**src/rtl/muldiv_pkg.sv**
```systemverilog
`timescale 1ns/1ps
// Package: shared sizes and the operation encoding for the multiply/divide unit.
// Assumes an 8-bit register file and the fixed latency of the host core.
package muldiv_pkg;
    localparam int REG_W   = 8;   // width of ACC, B and C
    localparam int LATENCY = 7;   // edges from accept to done, inclusive

    typedef enum logic {
        OP_MUL = 1'b0,
        OP_DIV = 1'b1
    } md_op_e;
endpackage

```
**src/rtl/muldiv_seq.sv**
```systemverilog
`timescale 1ns/1ps
// Module: muldiv_seq
// Sequencer. It accepts a start pulse when idle, emits one step per cycle
// for STEPS cycles, flags the last step, and registers the done pulse.
// It assumes start_i is a level sampled on each rising edge. Starts that
// arrive while busy are dropped here.
module muldiv_seq #(
    parameter int LATENCY = 7
) (
    input  logic clk,
    input  logic rst_n,
    input  logic start_i,
    output logic load_o,
    output logic step_o,
    output logic last_o,
    output logic done_o
);
    localparam int STEPS = LATENCY - 1;
    localparam int CW    = (STEPS > 1) ? $clog2(STEPS) + 1 : 1;

    logic          busy_q;
    logic [CW-1:0] cnt_q;

    // Decode the strobes that drive the engine and the output stage.
    assign load_o = start_i && !busy_q;
    assign step_o = busy_q;
    assign last_o = busy_q && (cnt_q == CW'(STEPS - 1));

    // Track the busy window and count the iteration steps.
    always_ff @(posedge clk) begin
        if (!rst_n) begin
            busy_q <= 1'b0;
            cnt_q  <= '0;
        end else if (load_o) begin
            busy_q <= 1'b1;
            cnt_q  <= '0;
        end else if (busy_q) begin
            cnt_q <= cnt_q + 1'b1;
            if (last_o) busy_q <= 1'b0;
        end
    end

    // Register the completion pulse one edge after the last step.
    always_ff @(posedge clk) begin
        if (!rst_n) done_o <= 1'b0;
        else        done_o <= last_o;
    end

    // the done pulse lasts a single cycle.
    p_done_single_r8: assert property (@(posedge clk) disable iff (!rst_n)
        done_o |=> !done_o);

    // the step count never runs past the iteration window.
    p_count_window_r8: assert property (@(posedge clk) disable iff (!rst_n)
        busy_q |-> (cnt_q < CW'(STEPS)));

    // a start seen while busy neither restarts nor stalls the count.
    p_ignore_start_r9: assert property (@(posedge clk) disable iff (!rst_n)
        (busy_q && start_i && !last_o) |=> (busy_q && cnt_q == CW'($past(cnt_q) + 1'b1)));
endmodule

```
**src/rtl/muldiv_engine.sv**
```systemverilog
`timescale 1ns/1ps
// Module: muldiv_engine
// Iterative datapath. On load it captures the operands. Each step then
// handles RB bits of the zero-padded 16-bit source, MSB first, through RB
// chained stages. Each stage does one shift-add for the product and one
// restoring-divide trial for the quotient/remainder. The next-state values
// are also exported, so that the output stage can capture the result on
// the last step. The outputs are meaningless while B is zero; the output
// stage handles that case.
module muldiv_engine
    import muldiv_pkg::*;
#(
    parameter int DW    = 8,
    parameter int STEPS = 6
) (
    input  logic          clk,
    input  logic          rst_n,
    input  logic          load_i,
    input  logic          step_i,
    input  logic          op_i,
    input  logic [DW-1:0] acc_i,
    input  logic [DW-1:0] b_i,
    input  logic [DW-1:0] c_i,
    output md_op_e        op_o,
    output logic [DW-1:0] b_o,
    output logic [3*DW-1:0] prod_nxt_o,
    output logic [2*DW-1:0] quot_nxt_o,
    output logic [DW-1:0] rem_nxt_o
);
    localparam int OPW  = 2 * DW;                    // source width
    localparam int PW   = 3 * DW;                    // product width
    localparam int RB   = (OPW + STEPS - 1) / STEPS; // bits per step
    localparam int PADW = RB * STEPS;                // padded source width

    md_op_e          op_q;
    logic [DW-1:0]   b_q;
    logic [PADW-1:0] opr_q;
    logic [PW-1:0]   prod_q;
    logic [DW-1:0]   rem_q;

    logic [PW-1:0]   pc [0:RB];
    logic [DW-1:0]   rc [0:RB];
    logic [PADW-1:0] oc [0:RB];

    assign pc[0] = prod_q;
    assign rc[0] = rem_q;
    assign oc[0] = opr_q;

    // One multiply and one divide bit per stage, chained RB deep.
    for (genvar g = 0; g < RB; g++) begin : g_stage
        logic          bit_in;
        logic [DW:0]   trial;
        logic          fits;
        assign bit_in   = oc[g][PADW-1];
        assign trial    = {rc[g], bit_in};
        assign fits     = trial >= {1'b0, b_q};
        assign pc[g+1]  = {pc[g][PW-2:0], 1'b0} + (bit_in ? PW'(b_q) : '0);
        assign rc[g+1]  = fits ? DW'(trial - {1'b0, b_q}) : trial[DW-1:0];
        assign oc[g+1]  = {oc[g][PADW-2:0], fits};
    end

    // Capture operands on load and advance the partial results on each step.
    always_ff @(posedge clk) begin
        if (!rst_n) begin
            op_q   <= OP_MUL;
            b_q    <= '0;
            opr_q  <= '0;
            prod_q <= '0;
            rem_q  <= '0;
        end else if (load_i) begin
            op_q   <= md_op_e'(op_i);
            b_q    <= b_i;
            opr_q  <= PADW'({acc_i, c_i});
            prod_q <= '0;
            rem_q  <= '0;
        end else if (step_i) begin
            opr_q  <= oc[RB];
            prod_q <= pc[RB];
            rem_q  <= rc[RB];
        end
    end

    assign op_o       = op_q;
    assign b_o        = b_q;
    assign prod_nxt_o = pc[RB];
    assign quot_nxt_o = oc[RB][OPW-1:0];
    assign rem_nxt_o  = rc[RB];

    // the partial remainder stays below a nonzero divisor.
    p_rem_below_divisor_r4: assert property (@(posedge clk) disable iff (!rst_n)
        (step_i && op_q == OP_DIV && b_q != '0) |-> (rem_q < b_q));
endmodule

```
**src/rtl/muldiv_unit.sv**
```systemverilog
`timescale 1ns/1ps
// Module: muldiv_unit (top)
// Multiply and divide of ACC:C against B with a fixed latency. The output
// stage captures the engine's final next-state on the last step. It places
// the product or the quotient/remainder into ACC, B and C, derives the
// overflow flag and applies the divide-by-zero result. It assumes the core
// presents valid operands in the cycle its start pulse is accepted.
module muldiv_unit
    import muldiv_pkg::*;
#(
    parameter int DW      = REG_W,
    parameter int LATENCY = muldiv_pkg::LATENCY
) (
    input  logic          clk,
    input  logic          rst_n,
    input  logic          start_i,
    input  logic          op_i,
    input  logic [DW-1:0] acc_i,
    input  logic [DW-1:0] b_i,
    input  logic [DW-1:0] c_i,
    output logic [DW-1:0] acc_o,
    output logic [DW-1:0] b_o,
    output logic [DW-1:0] c_o,
    output logic          ov_o,
    output logic          cy_clr_o,
    output logic          done_o
);
    localparam int STEPS = LATENCY - 1;
    localparam int OPW   = 2 * DW;
    localparam int PW    = 3 * DW;

    logic          load, step, last;
    md_op_e        op_q;
    logic [DW-1:0] b_q;
    logic [PW-1:0] prod_nxt;
    logic [OPW-1:0] quot_nxt;
    logic [DW-1:0] rem_nxt;

    muldiv_seq #(.LATENCY(LATENCY)) u_seq (
        .clk     (clk),
        .rst_n   (rst_n),
        .start_i (start_i),
        .load_o  (load),
        .step_o  (step),
        .last_o  (last),
        .done_o  (done_o)
    );

    muldiv_engine #(.DW(DW), .STEPS(STEPS)) u_engine (
        .clk        (clk),
        .rst_n      (rst_n),
        .load_i     (load),
        .step_i     (step),
        .op_i       (op_i),
        .acc_i      (acc_i),
        .b_i        (b_i),
        .c_i        (c_i),
        .op_o       (op_q),
        .b_o        (b_q),
        .prod_nxt_o (prod_nxt),
        .quot_nxt_o (quot_nxt),
        .rem_nxt_o  (rem_nxt)
    );

    // Place the final result into the register outputs on the last step.
    always_ff @(posedge clk) begin
        if (!rst_n) begin
            acc_o    <= '0;
            b_o      <= '0;
            c_o      <= '0;
            ov_o     <= 1'b0;
            cy_clr_o <= 1'b0;
        end else begin
            cy_clr_o <= last;
            if (last) begin
                if (op_q == OP_MUL) begin
                    {b_o, acc_o, c_o} <= prod_nxt;
                    ov_o              <= |prod_nxt[PW-1:OPW];
                end else if (b_q == '0) begin
                    {acc_o, c_o} <= '1;
                    b_o          <= b_q;
                    ov_o         <= 1'b1;
                end else begin
                    {acc_o, c_o} <= quot_nxt;
                    b_o          <= rem_nxt;
                    ov_o         <= (rem_nxt == '0);
                end
            end
        end
    end

    // after a multiply, overflow tracks a nonzero high product byte.
    p_mul_ov_r3: assert property (@(posedge clk) disable iff (!rst_n)
        (done_o && op_q == OP_MUL) |-> (ov_o == (b_o != '0)));

    // after a normal divide, overflow tracks a zero remainder.
    p_div_ov_r5: assert property (@(posedge clk) disable iff (!rst_n)
        (done_o && op_q == OP_DIV && b_q != '0) |-> (ov_o == (b_o == '0)));

    // a zero divisor yields an all-ones quotient with overflow set.
    p_div_zero_r6: assert property (@(posedge clk) disable iff (!rst_n)
        (done_o && op_q == OP_DIV && b_q == '0) |-> (ov_o && acc_o == '1 && c_o == '1 && b_o == '0));

    // the carry-clear strobe only appears alongside done.
    p_cy_strobe_r7: assert property (@(posedge clk) disable iff (!rst_n)
        $rose(cy_clr_o) |-> done_o);
endmodule

```
**config.mk**
```make
export PLATFORM = sky130hd
export DESIGN_NAME = muldiv_unit
export DESIGN_NICKNAME = d
export VERILOG_FILES = /design/src/rtl/muldiv_pkg.sv /design/src/rtl/muldiv_seq.sv /design/src/rtl/muldiv_engine.sv /design/src/rtl/muldiv_unit.sv
export SDC_FILE = /design/constraint.sdc
export NUM_CORES = 1
export LEC_CHECK = 0
export BUFFER_PORTS_ARGS = -buffer_cell sky130_fd_sc_hd__buf_2
export CAP_MARGIN = 40
export CORE_ASPECT_RATIO = 0.5
export CORE_MARGIN = 2
export CORE_UTILIZATION = 50
export DETAILED_ROUTE_END_ITERATION = 16
export PLACE_DENSITY = 0.68
export SLEW_MARGIN = 0
export SYNTH_ARGS = -nofsm -noshare
export SYNTH_HDL_FRONTEND = slang
export SYNTH_SLANG_ARGS = --single-unit
```
**constraint.sdc**
```tcl
create_clock -name clk -period 6.9 [get_ports clk]
set_input_delay 0.69 -clock clk [delete_from_list [all_inputs] [get_ports clk]]
set_output_delay 0.69 -clock clk [all_outputs]
set_load 0.02 [all_outputs]
```
Word level (Yosys, flattened, before mapping)
Cells that the tools add are included.
W data, S select, Z words.
{"block": "classes", "add_sub_neg": 7, "order_cmp": 3, "n_eq_ne": 1, "muxes": 19, "n_bitwise": 1, "reduce_logical": 8}
{"op": "$mux W8", "n": 12}
{"op": "$mux W16", "n": 2}
{"op": "$ge A9 B8 Y1", "n": 3}
{"op": "$add A24 B8 Y24", "n": 1}
{"op": "$sub A8 B8 Y8", "n": 3}
{"op": "$add A23 B23 Y23", "n": 1}
{"op": "$add A22 B8 Y22", "n": 1}
{"op": "$logic_not A8 Y1", "n": 2}
{"op": "$reduce_or A8 Y1", "n": 1}
{"op": "$mux W1", "n": 5}
{"op": "$add A4 B1 Y4 const B", "n": 1}
{"op": "$eq A4 B3 Y1 const B", "n": 1}
{"op": "$logic_and A1 B1 Y1", "n": 2}
{"op": "$reduce_bool A2 Y1", "n": 1}
{"op": "$reduce_or A2 Y1", "n": 1}
{"op": "$logic_not A1 Y1", "n": 1}
{"op": "$not A1 Y1", "n": 1}
{"block": "word_totals", "ff_bits": 87, "out_inout_bits": 27}

Logic depth before layout (Yosys ltp)
{"block": "logic_depth", "ltp_word": 9, "mapped_depth": 33, "ltp_nobuf": 29}

By module
A second synthesis with hierarchy kept.
{"block": "unflattened", "hier_cells": 988, "hier_area_um2": 7923.8}
{"module": "muldiv_engine", "instances": 1, "cells_per_inst": 810, "area_per_inst_um2": 6234.7, "seq_area_each_um2": 1121.1}
{"module": "muldiv_unit", "instances": 1, "cells_per_inst": 150, "area_per_inst_um2": 1397.6, "seq_area_each_um2": 520.5}
{"module": "muldiv_seq", "instances": 1, "cells_per_inst": 28, "area_per_inst_um2": 291.5, "seq_area_each_um2": 120.1}

Least setup slack after synthesis
No wires, ideal clock.
{"block": "synth_path", "path_type": "register -> register", "from": "register u_engine.opr_q[17]", "to": "register b_o[7]", "setup_ps": 119, "arrival_ps": 5776, "required_time_ps": 6781, "path_slack_ps": 1004, "stages_incl_launch_ff": 32, "n_path_buf": 4, "path_cell_list": "dfxtp_1 > clkinv_1 > ha_1 > nand2b_1 > a21oi_1 > o21ai_1 > a21o_1 > clkbuf_1 > and2_0 > a21oi_1 > ha_1 > nor2b_1 > o31a_1 > o21ai_0 > nand2_1 > and3_1 > nand2b_1 > clkbuf_1 > clkbuf_1 > a21oi_1 > ha_1 > nor2b_1 > o21ai_0 > a21boi_0 > o21ai_0 > a21oi_1 > o21ai_0 > o211ai_1 > buf_2 > mux2_2 > a21oi_1 > a21oi_1"}
{"block": "synth_between", "elab_chain_len": 8, "word_cells_on_any_way": 15}
{"element": "start, declared", "line": "muldiv_engine.sv:37", "rtl": "logic [PADW-1:0] opr_q;"}
{"element": "start signal, assigned", "line": "muldiv_engine.sv:73", "rtl": "opr_q <= PADW'({acc_i, c_i});"}
{"element": "start signal, assigned", "line": "muldiv_engine.sv:77", "rtl": "opr_q <= oc[RB];"}
{"element": "branches (longest 7 deep; another with $add A24 B8 Y24)"}
{"element": "$mux W8 (*)", "line": "muldiv_unit.sv:76", "rtl": "if (op_q == OP_MUL) begin"}
{"element": "end signal, assigned", "line": "muldiv_unit.sv:77", "rtl": "{b_o, acc_o, c_o} <= prod_nxt;"}
{"element": "end signal, assigned", "line": "muldiv_unit.sv:81", "rtl": "b_o <= b_q;"}
{"element": "end signal, assigned", "line": "muldiv_unit.sv:85", "rtl": "b_o <= rem_nxt;"}
{"element": "end, declared", "line": "muldiv_unit.sv:22", "rtl": "output logic [DW-1:0] b_o,"}
Mark *: on every way between the ends.
A chain may end at the register's enable or synchronous reset.

Worst setup path in the final report
{"block": "layout_path", "from": "register u_engine.opr_q[17]", "to": "register b_o[5]"}
Same word-level chain as after synthesis.

==> impl_metrics.prom <==
# TYPE chip_impl_metric gauge
chip_impl_metric{name="drt_drc_violations_left",unit=""} 0
chip_impl_metric{name="number_of_flops_mapped_to_enable_cells_by_yosys",unit=""} 0
chip_impl_metric{name="tritoncts.num_buffers",unit=""} 9
chip_impl_info{name="timing_worst_setup_path_type",value="reg -> reg"} 1
chip_impl_metric{name="seq_power_share",unit="%"} 12.7
chip_impl_metric{name="yosys.area_share.xor_xnor",unit="%"} 7.48
chip_impl_metric{name="die_wd",unit="um"} 175
chip_impl_metric{name="global_route_usage_over_all_layers",unit="%"} 28.2
chip_impl_metric{name="number_of_clock_sinks_seen_by_cts",unit=""} 87
chip_impl_metric{name="maxSlewHeadroom",unit="%"} 41.2
chip_impl_info{name="r2r-start",value="u_engine.opr_q[17]"} 1
chip_impl_metric{name="drt-vias-per-instance",unit=""} 6.03
chip_impl_metric{name="tightest_slew",unit="ns"} 0.882
chip_impl_metric{name="floorplan.die_area",unit="mm2"} 0.0157
chip_impl_metric{name="critical-path-max-stage-delay",unit="ns"} 0.40
chip_impl_metric{name="cts-htree-levels",unit=""} 3
chip_impl_metric{name="finish.instance_area",unit="mm2"} 0.00811
chip_impl_metric{name="postRouteAntennaNets",unit=""} 0
chip_impl_metric{name="post_detail_place_hpwl",unit="um"} 16600
chip_impl_metric{name="place_area",unit="mm2"} 0.00778
chip_impl_metric{name="path_buf_inv",unit=""} 3
chip_impl_metric{name="timing_max_transition_violations_final",unit=""} 0
chip_impl_metric{name="grt_start_max_net_pins",unit=""} 55
chip_impl_metric{name="ys.warnings.count",unit=""} 0
chip_impl_metric{name="synth_compound_gate_area_share",unit="%"} 24.2
chip_impl_info{name="cp_common_cell",value="a21oi_1"} 1
chip_impl_metric{name="clkLatencyLatePin",unit="ns"} 0.35
chip_impl_metric{name="hold_violations",unit=""} 0
chip_impl_metric{name="weighted_congestion_at_the_end_of_routability_driven_global_placement",unit=""} 0.939
chip_impl_info{name="cp-end-kind",value="flop"} 1
chip_impl_metric{name="synth-seq-cells",unit=""} 87
chip_impl_metric{name="cts_clk_pin_slew_worst_paths",unit="ns"} 0.07
chip_impl_info{name="synth_top_family_by_area",value="compound AO/OA/AOI/OAI gates"} 1
chip_impl_metric{name="final-setup-viol-count",unit=""} 0
chip_impl_metric{name="area_delta_synth_final",unit="%"} 10.4
chip_impl_metric{name="internal_power",unit="mW"} 2.31
chip_impl_metric{name="swShare",unit="%"} 49.5
chip_impl_metric{name="synth_adder_area_share",unit="%"} 10.2
chip_impl_info{name="dominantRegCellSynth",value="dfxtp_1"} 1
chip_impl_metric{name="global_route.overflow_total",unit=""} 0
chip_impl_metric{name="detail_route.wl_per_cell",unit="um"} 19.0
chip_impl_metric{name="route.vias.total",unit=""} 6943
chip_impl_metric{name="vdd_ir_drop_max",unit="uV"} 533
chip_impl_metric{name="die_height",unit="um"} 89.7
chip_impl_metric{name="drtPass1Iterations",unit=""} 5
chip_impl_metric{name="p_comb_share",unit="%"} 76.6
chip_impl_info{name="slowest_cell_on_crit_path",value="dfxtp_1"} 1
chip_impl_metric{name="initial_utilization",unit="%"} 51.0
chip_impl_metric{name="core_area",unit="mm2"} 0.0144
chip_impl_info{name="clock_tree_from_tritoncts",value="built"} 1
chip_impl_metric{name="synth-seq-area-share",unit="%"} 23.7
chip_impl_metric{name="totalWireLength",unit="um"} 21900
chip_impl_metric{name="min_period_over_period",unit="%"} 91.9
chip_impl_metric{name="drt_initial_violations",unit=""} 610
chip_impl_metric{name="synthMuxAreaShare",unit="%"} 7.79
chip_impl_metric{name="numPlacedInstances",unit=""} 1134
chip_impl_metric{name="antenna_cells",unit=""} 0
chip_impl_metric{name="synth_async_sr_flop_share",unit="%"} 0
chip_impl_metric{name="fillerInstances",unit=""} 1361
chip_impl_info{name="critPathLaunch",value="u_engine.opr_q[17]"} 1
chip_impl_metric{name="post_synth_instance_area",unit="mm2"} 0.00734
chip_impl_metric{name="syn-mean-instance-area",unit="um2"} 8.09
chip_impl_metric{name="worst-path-stages",unit=""} 30
chip_impl_metric{name="critPathRequiredTime",unit="ns"} 7.12
chip_impl_metric{name="postSynthCellCount",unit=""} 907
chip_impl_info{name="path_delay_family",value="compound AO/OA/AOI/OAI gates"} 1
chip_impl_metric{name="timing.critical_path.arrival",unit="ns"} 6.56
chip_impl_metric{name="critical_path_peak_fanout",unit=""} 12
chip_impl_metric{name="drive_gt1_share",unit="%"} 14.8
chip_impl_metric{name="setup-tns-final",unit="ns"} 0
chip_impl_info{name="critical_path.reg2reg.endpoint",value="b_o[5]"} 1
chip_impl_metric{name="power.switching",unit="mW"} 2.27
chip_impl_info{name="hp-class",value="reg -> reg"} 1
chip_impl_metric{name="p_per_area",unit="mW/mm2"} 565
chip_impl_metric{name="p_leak",unit="nW"} 3.32
chip_impl_info{name="cp-start-kind",value="flop"} 1
chip_impl_metric{name="worst_clock_skew",unit="ns"} 0.00922
chip_impl_metric{name="cell_rows",unit=""} 31
chip_impl_metric{name="layout.nets",unit=""} 1033
chip_impl_info{name="status",value="finished, final reports clean"} 1
chip_impl_metric{name="clock.fmax",unit="MHz"} 158
chip_impl_metric{name="ctsHoldBuffers",unit=""} 0
chip_impl_metric{name="synth_cell_type_count",unit=""} 95
chip_impl_metric{name="ff2ff_path_depth",unit=""} 30
chip_impl_metric{name="buffer_levels_on_the_longest_clock_path",unit=""} 2
chip_impl_metric{name="first_global_vias",unit=""} 6398
chip_impl_info{name="clockRootBuffer",value="clkbuf_16"} 1
chip_impl_metric{name="max-cap-violations",unit=""} 0
chip_impl_metric{name="portBuffers",unit=""} 54
chip_impl_metric{name="synth_nets",unit=""} 991
chip_impl_metric{name="synth-simple-area-share",unit="%"} 21.9
chip_impl_metric{name="period_minus_slack",unit="ns"} 6.34
chip_impl_metric{name="grt_pass1_wl",unit="um"} 34600
chip_impl_metric{name="ff2ff_setup_slack",unit="ns"} 0.56
chip_impl_metric{name="instances_no_fill",unit=""} 1152
chip_impl_metric{name="grt_antenna_before_repair",unit=""} 0
chip_impl_info{name="worst_setup_path_endpoint",value="b_o[5]"} 1
chip_impl_metric{name="clkPwrFrac",unit="%"} 10.7
chip_impl_metric{name="num_io_pins",unit=""} 55
how the worst min path moves through the flow:
stage | startpoint | end | slack (ns) | cells past startpoint
final | acc_o[1] | acc_o[1] | 0.46 | 2
after global routing | c_o[7] | c_o[7] | 0.49 | 2
after CTS | acc_o[1] | acc_o[1] | 0.46 | 2
after detailed placement | acc_o[2] | acc_o[2] | 0.46 | 2
after global placement | c_o[4] | c_o[4] | 0.45 | 2
after floorplan | u_engine.b_o[3] | u_engine.b_o[3] | 0.44 | 2
Yosys cell counts (all sizes together) (4+ instances only):
master	instances	area, um2
clkbuf	31	136
o21a	8	67.6
o22a	5	43.8
and2	22	139
nand2b	11	76.3
o211ai	8	60.1
a21boi	29	218
buf	9	51.3
nand4	12	81.3
o211a	5	50.1
nor2	103	404
nor3	13	70.1
nand3	17	95.1
nor2b	16	100
xor2	21	184
a211oi	24	203
xnor2	40	365
nand2	80	300
a211o	5	43.8
fa	6	120
a21o	11	87.6
or4	4	30.0
dfxtp	87	1740
ha	50	626
inv	41	154
a31oi	5	37.5
mux2	9	101
o22ai	5	45.0
o21ai	50	262
and3	6	37.5
nor4	8	50.1
o221ai	16	140
nand3b	4	30.0
a21oi	48	248
mux2i	47	470
power by group through the flow:
| stage | sequential (mW) | combinational (mW) | clock, mW |
|---|---|---|---|
| 3_3_place_gp | 0.590 | 3.27 | 0 |
| 2_1_floorplan | 0.569 | 2.58 | 0 |
| 4_1_cts | 0.578 | 3.29 | 0.494 |
| 6_report | 0.580 | 3.51 | 0.489 |
| 5_1_grt | 0.582 | 3.85 | 0.520 |
| 3_5_place_dp | 0.589 | 3.26 | 0 |
cells by family after synthesis:
group | after synthesis
simple gates | 317
compound gates | 247
flops | 87
buf+inv | 83
xor+xnor | 61
mux | 56
fa+ha+maj | 56
layer usage:
metal / part of all wire [%] / GRT usage, %
met5: 0 / 0
met4: 2.3 / 8.79
met3: 6.9 / 5.09
met2: 44 / 45.7
met1: 46 / 38.7
cell type report:
cell class              instances  area (um2)  area share, %
inverters                      43         165           2.04
well taps                     198         248           3.06
clock inverters                 6        51.3          0.633
flip-flops and latches         87        1740           21.5
clock buffers                  10         239           2.95
repair buffers                 71         398           4.91
multi-input cells             737        5260           64.9
worst register-to-register path: cells and delay by family (launching register included):
kind / cells / cell delay (ns)
AOI/OAI and AO/OA: 15 / 2.64
and+or+nand+nor: 8 / 1.19
adders and majority gates: 3 / 0.97
buffers and inverters: 3 / 0.72
DFF: 1 / 0.40
muxes: 1 / 0.29
state kept, by name, indices dropped and copies added (netlist names), 4 cells and up:
signal / flops
u_engine.rem_q: 8
acc_o: 8
c_o: 8
u_engine.prod_q: 21
u_engine.opr_q: 18
u_engine.b_o: 8
b_o: 8
u_seq.cnt_q: 4
through the flow:
stage | power, mW | setup WS (ns) | hold WS, ns | util [%]
floorplan | 3.15 | 1.00 | 0.443 | -
global placement | 3.86 | 0.770 | 0.449 | 54.1
detailed placement | 3.85 | 0.551 | 0.455 | 54.1
CTS | 4.36 | 0.505 | 0.464 | 56.1
global route | 4.95 | -0.0336 | 0.492 | 56.3
finish | 4.58 | 0.556 | 0.462 | 56.3
placed cells by master (no fill, tap or decap), drive strengths merged, types with 29 or more instances in the layout:
master  instances
inv            44
nor2          103
o21ai          50
a21oi          48
xnor2          40
buf            71
dfxtp          87
nand2          80
a21boi         29
mux2i          47
ha             50
what timing repair did:
action	CTS	global route
setup buffers	0	2
endpoints found under the setup margin	0	14
resized for setup	0	5
Power figures use the tool's default switching activity.
